==> src/rtl/digpot_pkg.sv <==
package digpot_pkg;

    // Quick-command codes; numeric values are fixed by the command set.
    typedef enum logic [3:0] {
        QC_NOP       = 4'd0,
        QC_RESTORE   = 4'd1,
        QC_STORE     = 4'd2,
        QC_HALVE_ONE = 4'd3,
        QC_HALVE_ALL = 4'd4,
        QC_DOWN_ONE  = 4'd5,
        QC_DOWN_ALL  = 4'd6,
        QC_RELOAD    = 4'd7,
        QC_DBL_ONE   = 4'd8,
        QC_DBL_ALL   = 4'd9,
        QC_UP_ONE    = 4'd10,
        QC_UP_ALL    = 4'd11
    } qcode_e;

    // Per-channel operation after decoding.
    typedef enum logic [2:0] {
        OP_NONE,
        OP_LOAD,
        OP_SAVE,
        OP_HALVE,
        OP_DOWN,
        OP_DBL,
        OP_UP
    } chan_op_e;

    typedef struct packed {
        logic     recog;    // quick command with a defined code
        logic     bcast;    // applies to every channel
        logic     nv_write; // starts a write cycle
        logic     is_nop;
        logic     is_restore;
        chan_op_e op;
    } qdec_t;

endpackage

==> src/rtl/digpot_cmd_decode.sv <==
module digpot_cmd_decode
    import digpot_pkg::*;
(
    input  logic [3:0] code,
    input  logic       is_quick,
    input  logic       a2,
    output qdec_t      dec
);
    always_comb begin
        dec       = '0;
        dec.op    = OP_NONE;
        if (is_quick && !a2) begin
            dec.recog = 1'b1;
            case (qcode_e'(code))
                QC_NOP:       dec.is_nop = 1'b1;
                QC_RESTORE: begin
                    dec.op         = OP_LOAD;
                    dec.is_restore = 1'b1;
                end
                QC_STORE: begin
                    dec.op       = OP_SAVE;
                    dec.nv_write = 1'b1;
                end
                QC_HALVE_ONE: dec.op = OP_HALVE;
                QC_HALVE_ALL: begin dec.op = OP_HALVE; dec.bcast = 1'b1; end
                QC_DOWN_ONE:  dec.op = OP_DOWN;
                QC_DOWN_ALL:  begin dec.op = OP_DOWN;  dec.bcast = 1'b1; end
                QC_RELOAD: begin
                    dec.op       = OP_LOAD;
                    dec.bcast    = 1'b1;
                    dec.nv_write = 1'b1;
                end
                QC_DBL_ONE:   dec.op = OP_DBL;
                QC_DBL_ALL:   begin dec.op = OP_DBL;   dec.bcast = 1'b1; end
                QC_UP_ONE:    dec.op = OP_UP;
                QC_UP_ALL:    begin dec.op = OP_UP;    dec.bcast = 1'b1; end
                default:      dec.recog = 1'b0;
            endcase
        end
    end
endmodule

==> src/rtl/digpot_wr_timer.sv <==
module digpot_wr_timer #(
    parameter int unsigned CYCLES = 16
) (
    input  logic clk,
    input  logic rst,
    input  logic start,
    output logic busy
);
    localparam int unsigned CW = $clog2(CYCLES + 1);

    logic [CW-1:0] remain;

    always_ff @(posedge clk) begin
        if (rst)
            remain <= '0;
        else if (start)
            remain <= CW'(CYCLES);
        else if (remain != '0)
            remain <= remain - 1'b1;
    end

    assign busy = (remain != '0);
endmodule

==> src/rtl/digpot_channel.sv <==
module digpot_channel
    import digpot_pkg::*;
#(
    parameter int unsigned W   = 8,
    parameter int unsigned MID = 128
) (
    input  logic         clk,
    input  logic         rst,
    input  logic         en,
    input  chan_op_e     op,
    output logic [W-1:0] wiper,
    output logic [W-1:0] shadow
);
    localparam logic [W-1:0] FULL = {W{1'b1}};

    logic [W-1:0] wiper_nx;

    always_comb begin
        wiper_nx = wiper;
        case (op)
            OP_LOAD:  wiper_nx = shadow;
            OP_HALVE: wiper_nx = wiper >> 1;
            OP_DOWN:  wiper_nx = (wiper == '0) ? '0 : wiper - 1'b1;
            OP_UP:    wiper_nx = (wiper == FULL) ? FULL : wiper + 1'b1;
            OP_DBL: begin
                if (wiper == '0)
                    wiper_nx = {{(W-1){1'b0}}, 1'b1};
                else if (wiper[W-1])
                    wiper_nx = FULL;
                else
                    wiper_nx = wiper << 1;
            end
            default:  wiper_nx = wiper;
        endcase
    end

    always_ff @(posedge clk) begin
        if (rst) begin
            shadow <= W'(MID);
            wiper  <= W'(MID);
        end else if (en) begin
            wiper <= wiper_nx;
            if (op == OP_SAVE)
                shadow <= wiper;
        end
    end
endmodule

==> src/rtl/digpot_quick_ctrl.sv <==
module digpot_quick_ctrl
    import digpot_pkg::*;
#(
    parameter int unsigned NUM_CH    = 4,
    parameter int unsigned WIPER_W   = 8,
    parameter int unsigned MID       = 128,
    parameter int unsigned WR_CYCLES = 16
) (
    input  logic                        clk,
    input  logic                        rst,
    input  logic                        cmd_valid,
    output logic                        cmd_ready,
    input  logic [3:0]                  cmd_code,
    input  logic [1:0]                  cmd_chan,
    input  logic                        cmd_is_quick,
    input  logic                        cmd_a2,
    input  logic                        wp_n,
    output logic                        busy,
    output logic                        read_pwr,
    output logic [NUM_CH*WIPER_W-1:0]   wiper_flat,
    output logic [NUM_CH*WIPER_W-1:0]   shadow_flat
);
    qdec_t dec;
    logic  accept;
    logic  apply;

    digpot_cmd_decode u_dec (
        .code     (cmd_code),
        .is_quick (cmd_is_quick),
        .a2       (cmd_a2),
        .dec      (dec)
    );

    assign cmd_ready = !busy;
    assign accept    = cmd_valid && cmd_ready;
    assign apply     = accept && dec.recog && wp_n;

    digpot_wr_timer #(.CYCLES(WR_CYCLES)) u_timer (
        .clk   (clk),
        .rst   (rst),
        .start (apply && dec.nv_write),
        .busy  (busy)
    );

    always_ff @(posedge clk) begin
        if (rst)
            read_pwr <= 1'b0;
        else if (accept && dec.recog && dec.is_restore)
            read_pwr <= 1'b1;
        else if (accept && dec.recog && dec.is_nop)
            read_pwr <= 1'b0;
    end

    for (genvar i = 0; i < NUM_CH; i++) begin : g_ch
        logic hit;
        assign hit = apply && (dec.bcast || (cmd_chan == 2'(i)));

        digpot_channel #(.W(WIPER_W), .MID(MID)) u_ch (
            .clk    (clk),
            .rst    (rst),
            .en     (hit),
            .op     (dec.op),
            .wiper  (wiper_flat[i*WIPER_W +: WIPER_W]),
            .shadow (shadow_flat[i*WIPER_W +: WIPER_W])
        );
    end
endmodule

==> config.mk <==
export PLATFORM = sky130hd
export DESIGN_NAME = digpot_quick_ctrl
export DESIGN_NICKNAME = d
export VERILOG_FILES = /design/src/rtl/digpot_pkg.sv /design/src/rtl/digpot_cmd_decode.sv /design/src/rtl/digpot_wr_timer.sv /design/src/rtl/digpot_channel.sv /design/src/rtl/digpot_quick_ctrl.sv
export SDC_FILE = /design/constraint.sdc
export NUM_CORES = 1
export LEC_CHECK = 0
export ABC_CLOCK_PERIOD_IN_PS = 4700
export BUFFER_PORTS_ARGS = -buffer_cell sky130_fd_sc_hd__buf_4
export CAP_MARGIN = 20
export CORE_MARGIN = 1.5
export CORE_UTILIZATION = 40
export CTS_CLUSTER_DIAMETER = 60
export CTS_CLUSTER_SIZE = 20
export DETAILED_ROUTE_END_ITERATION = 12
export GPL_TIMING_DRIVEN = 0
export MAX_ROUTING_LAYER = met4
export PLACE_DENSITY = 0.57
export SKIP_LAST_GASP = 1
export SLEW_MARGIN = 25
export SYNTH_ARGS = -nofsm -noshare
export SYNTH_HDL_FRONTEND = slang
export SYNTH_SLANG_ARGS = --single-unit
==> constraint.sdc <==
create_clock -name clk -period 4.7 [get_ports clk]
set_input_delay 0.47 -clock clk [delete_from_list [all_inputs] [get_ports clk]]
set_output_delay 0.47 -clock clk [all_outputs]
set_load 0.02 [all_outputs]
# [Word-level counts from Yosys, hierarchy flattened]
# Index checks and enable logic that the tools add are counted.
# Widths: inputs -> output; s select.
[word_totals] latchBits=0 ff_bits=70 rom_bits=0 ram_bits=0 memories=0
[classes] div=0 n_mux=31 n_bitwise=0 n_eq_ne=24 add_sub_neg=9 shift=0 mul=0 reduce_logical=44 n_lt_le_gt_ge=0
[ops] cell="$pmux 8 s5" n=4
[ops] cell="$mux 8" n=17
[ops] cell="$add 8x1->8 const B" n=4
[ops] cell="$eq 8x8->1 const B" n=4
[ops] cell="$logic_not 8->1" n=4
[ops] cell="$sub 8x1->8 const B" n=4
[ops] cell="$pmux 3 s6" n=1
[ops] cell="$eq 4x3->1 const B" n=4
[ops] cell="$eq 4x4->1 const B" n=4
[ops] cell="$reduce_and 2->1" n=8
[ops] cell="$reduce_or 2->1" n=7
[ops] cell="$reduce_or 12->1" n=1
[ops] cell="$logic_and 1x1->1" n=11
[ops] cell="$mux 5" n=2
[ops] cell="$reduce_bool 5->1" n=2
[ops] cell="$eq 3x3->1 const B" n=3
[ops] cell="$eq 4x2->1 const B" n=2
[ops] cell="$mux 1" n=7
[ops] cell="$eq 3x2->1 const B" n=2
[ops] cell="$reduce_or 5->1" n=1
[ops] cell="$sub 5x1->5 const B" n=1
[ops] cell="$eq 2x2->1 const B" n=2
[ops] cell="$eq 4x1->1 const B" n=1
[ops] cell="$logic_not 4->1" n=1
[ops] cell="6 further kinds" n=11

# [Longest topological paths before layout]
[logic_depth] word_depth=8 depth_mapped=9 ltp_nobuf=8

# [Modules after synthesis]
# Synthesis repeated with hierarchy kept, for this count alone.
[unflattened] cells_unflattened=786 area_unflattened_um2=6159.7
[modules_own_cells] mod="digpot_channel" seq_area_each_um2=320.3 cells_per_inst=179 area_per_inst_um2=1406.3 n_inst=4
[modules_own_cells] mod="digpot_wr_timer" seq_area_each_um2=100.1 cells_per_inst=24 area_per_inst_um2=222.7 n_inst=1
[modules_own_cells] mod="digpot_cmd_decode" seq_area_each_um2=0.0 cells_per_inst=27 area_per_inst_um2=165.2 n_inst=1
[modules_own_cells] mod="digpot_quick_ctrl" seq_area_each_um2=20.0 cells_per_inst=19 area_per_inst_um2=146.4 n_inst=1

# [Least setup slack after synthesis]
# No wires, ideal clock.
[synth_path] kind="register to register" startpoint="register g_ch[1].u_ch.wiper[0]" endpoint="register g_ch[1].u_ch.wiper[3]" stages_incl_launch_ff=10 arrival_time_ns=2.332 path_buffers=1 t_required_ns=4.583 slack_ns=2.251 cell_sequence="dfxtp_1 inv_1 ha_1 or3b_1 or3_1 clkbuf_1 or3_4 a31oi_1 o2111ai_1 a32o_1"
[synth_between] elab_chain_len=3
[synth_rtl] element="from (decl)" line="digpot_channel.sv:11" source="output logic [W-1:0] wiper,"
[synth_rtl] element="from (signal assigned)" line="digpot_channel.sv:40" source="wiper <= W'(MID);"
[synth_rtl] element="from (signal assigned)" line="digpot_channel.sv:42" source="wiper <= wiper_nx;"
[synth_rtl] element="$add 8x1->8, or another cell as far along" line="digpot_channel.sv:24" source="OP_UP: wiper_nx = (wiper == FULL) ? FULL : wiper + 1'b1;"
[synth_rtl] element="$mux 8, on equally long branches" line="digpot_channel.sv:24, digpot_channel.sv:23, digpot_channel.sv:26"
[synth_rtl] element="$pmux 8 s5 *" line="digpot_channel.sv:20" source="case (op)"
# Every way passes the cells marked *; elsewhere a longest branch is shown, timed or not.
# A chain may end at the register's enable or synchronous reset.

# [Final worst setup path]
[layout_path] startpoint="input cmd_code[3]" endpoint="register g_ch[2].u_ch.wiper[4]"
[layout_between] elab_chain_len=8
[layout_rtl] element="from (decl)" line="digpot_quick_ctrl.sv:13" source="input logic [3:0] cmd_code,"
[layout_rtl] element="$eq 4x1->1, or another cell as far along" line="digpot_cmd_decode.sv:14" source="case (qcode_e'(code))"
[layout_rtl] element="$reduce_or 12->1 (no line)"
[layout_rtl] element="$mux 1" line="digpot_cmd_decode.sv:14"
[layout_rtl] element="$mux 8 *" line="digpot_cmd_decode.sv:12" source="if (is_quick && !a2) begin"
[layout_rtl] element="branches (longest 4 deep; another with $reduce_bool 5->1)"
[layout_rtl] element="to (signal assigned)" line="digpot_channel.sv:40"
[layout_rtl] element="to (signal assigned)" line="digpot_channel.sv:42"
[layout_rtl] element="to (decl)" line="digpot_channel.sv:11"
# Every way passes the cells marked *.

==> metrics.csv <==
metric,value,unit
nets,826,
synth_compound_area_share,28.0,%
hold_viol_final,0,
reg2reg_depth,9,
cp-end-kind,register,
start_kind,primary input,
routed_wirelength,20400,um
cts_tree,built,
synth_top_family_by_area,compound AO/OA/AOI/OAI gates,
crit_fanout,10,
netlist_area,0.00532,mm2
rows,41,
final_antenna_net_count,0,
wl_met1,8770,um
diodes,0,
yosys_warnings,0,
setup.reg_to_reg.worst_slack,1.83,ns
critPathKind,primary input to register,
initial_core_util,41.6,%
htree_levels,3,
drive_gt1_share,16.6,%
num_io_pins,79,
antenna_found_initial,0,
maxCapViolations,0,
fin_setup_tns,0,ns
seq_power_share,38.1,%
ctsHoldBuffers,0,
ys_types,79,
power.internal,1.17,mW
r2r-start,u_timer.remain[0]$_SDFFE_PP0N_,
hold_class,register to register,
finalMaxSlewViolations,0,
ys.flop_type,dfxtp_1,
drt-wirelength-per-cell,20.8,um
clk_pin_slew_worst_paths,0.06,ns
holdPathStages,2,
cts_resized,0,
cts_sinks,70,
dr_wl_met2,9210,um
grt_pass1_vias,5605,
syn_inst,715,
p_clk_share,41.7,%
swShare,30.6,%
ir_drop,194,uV
die_h,118,um
dr.pass1.iters,5,
ys_seq_area_share,26.4,%
synth.avg_cell_area,7.43,um2
p_per_area,263,mW/mm2
p_leak,2.71,nW
met3_length,1870,um
r2r-end,g_ch[0].u_ch.wiper[5]$_SDFFE_PP0P_,
synthSimpleGateAreaFrac,25.7,%
routed.top_layer,met4,
netlist.area_leader.share,26.4,%
synth_fa_ha_area_share,2.35,%
power,1.69,mW
grt_pass1_wl,31500,um
synth_top_area_cell,dfxtp_1,
worstMarginPinSlew,0.889,ns
synth_fp_nets,737,
hpwl,14200,um
die_x,118,um
grt_max_degree,13,
hp-start,g_ch[0].u_ch.shadow[2]$_SDFFE_PP0P_,
fin_crit_sh,61.3,%
muxShareOfSynthArea,6.03,%
cts.path.max_buffers,2,
post-route-drc-count,0,
rsz0062_at_grt,no,
clk_latency,0.35,ns
grt-ovfl-total,0,
p_comb_share,20.2,%
post-cts-setup-buffers,0,
report.final.setup_viol,0,
design.die.area,0.0140,mm2
track_usage,29.7,%
synthArstFlopShare,0,%
synthTopCellsByArea,"dfxtp_1, nor2_1, mux2i_1, a21oi_1, nand2_1",
layout_min_cycle_time,2.88,ns
syn_to_final_growth,20.7,%
cp_data_required_time,4.90,ns
hold_end,g_ch[0].u_ch.shadow[2]$_SDFFE_PP0P_,
vias_per_cell,6.13,
synth_xor_area_share,4.61,%
clockRootBuffer,clkbuf_16,
cp_data_arrival_time,3.08,ns
io_buffers,78,
fillers,1287,
route.vias.total,6016,
skew,0.00726,ns
relSlewSlack,40.7,%
status,"finished, final reports clean",
drtIter0Drc,595,
ys_seq_elements,70,
fp.coreArea,0.0128,mm2
cts_buffers,9,
place.gp.congestion,0.961,
p_switching,518,uW
synth_edf_count,0,
fmax,347,MHz
[worst max-delay path, cell delays in order]
cell and delay, ns:
buf_4 0.08, buf_2 0.21, nor3b_2 0.11, nand3_1 0.39
clkbuf_1 0.61, clkbuf_1 0.58, o32ai_1 0.17, a211oi_1 0.34
o41ai_2 0.12
[registers in the layout, indices dropped and copies added, names as in the netlist]
name and cells:
g_ch.u_ch.shadow 32, g_ch.u_ch.wiper 32, read_pwr 1, u_timer.remain 5
[cell usage in the layout, fill, tap and decap left out, types with 25 or more instances in the layout]
master and n:
clkbuf_1 54, a21oi_1 57, buf_4 79, dfxtp_1 70, nor2_1 96, nand3_1 25
o21ai_0 27, mux2i_1 32, nand2_1 61
[metal layers]
metal / track usage (%) / vias up
li1: - / 2789
met1: 38.0 / 2866
met2: 45.0 / 309
met3: 8.16 / 52
met4: 9.98 / 0
met5: - / -
[cells in the mapped netlist, drive strengths merged (4+ instances only)]
library cell  instances
o22ai                17
and3                 10
xnor2                19
a211oi                7
nand2b                4
nand2                67
ha                   10
nand3                25
o311ai                5
or3                   8
nor2b                 4
a211o                 5
and2                  6
clkbuf               54
a31oi                11
o21ai                31
o31ai                 6
a21o                  7
nor4                  4
o211ai                6
nor3b                 4
a2111oi              12
xor2                  9
a21oi                58
o41ai                 4
inv                  21
mux2i                32
buf                  15
a221oi                4
nor3                 22
nor2                 97
dfxtp                70
a32o                  4
nand4                 9
[worst max path at each step]
stage	from	slack, ns	endpoint	depth (start not counted)
floorplan	g_ch[1].u_ch.wiper[0]$_SDFFE_PP0P_	2.25	g_ch[1].u_ch.wiper[3]$_SDFFE_PP0P_	9
global placement	cmd_code[3]	1.57	g_ch[0].u_ch.wiper[2]$_SDFFE_PP0P_	10
detailed placement	cmd_code[3]	1.62	g_ch[0].u_ch.wiper[2]$_SDFFE_PP0P_	10
CTS	u_timer.remain[0]$_SDFFE_PP0N_	1.83	g_ch[0].u_ch.wiper[5]$_SDFFE_PP0P_	9
global route	u_timer.remain[0]$_SDFFE_PP0N_	1.60	g_ch[0].u_ch.wiper[5]$_SDFFE_PP0P_	9
finish	cmd_code[3]	1.82	g_ch[2].u_ch.wiper[4]$_SDFFE_PP0P_	9
[through the flow]
stage / area, um2 / setup WS [ns] / util (%) / cells / hold WS [ns]
after floorplan: 5320 / 2.25 / - / 715 / 0.478
after global placement: 6120 / 1.57 / 47.9 / 965 / 0.461
after detailed placement: 6120 / 1.62 / 47.9 / 965 / 0.467
after CTS: 6420 / 1.83 / 50.2 / 981 / 0.477
after global routing: 6420 / 1.60 / 50.2 / 981 / 0.491
final: 6420 / 1.82 / 50.2 / 981 / 0.475
[power groups by stage]
| stage | clock network, mW | logic (mW) | registers (mW) |
|---|---|---|---|
| floorplan | 0 | 0.233 | 0.653 |
| global placement | 0 | 0.330 | 0.654 |
| detailed placement | 0 | 0.337 | 0.656 |
| CTS | 0.716 | 0.339 | 0.643 |
| global route | 0.738 | 0.372 | 0.645 |
| finish | 0.705 | 0.341 | 0.643 |
[kinds of logic after synthesis]
kind of cell,after synthesis
buffers and inverters,90
muxes,32
adders and majority gates,10
xor gates and xnor gates,28
DFF,70
AOI/OAI and AO/OA,209
and+or+nand+nor,276
[layout make-up]
| type | instances | area, um2 | area share, % |
|---|---|---|---|
| clock inverters | 6 | 61.3 | 0.956 |
| inverters | 21 | 78.8 | 1.23 |
| clock buffers | 10 | 239 | 3.72 |
| multi-input cells | 555 | 3540 | 55.2 |
| flip-flops and latches | 70 | 1400 | 21.8 |
| well taps | 172 | 215 | 3.35 |
| plain buffers | 69 | 293 | 4.56 |
| repair buffers | 78 | 586 | 9.13 |
No activity file was read; power rests on OpenSTA's default activity.
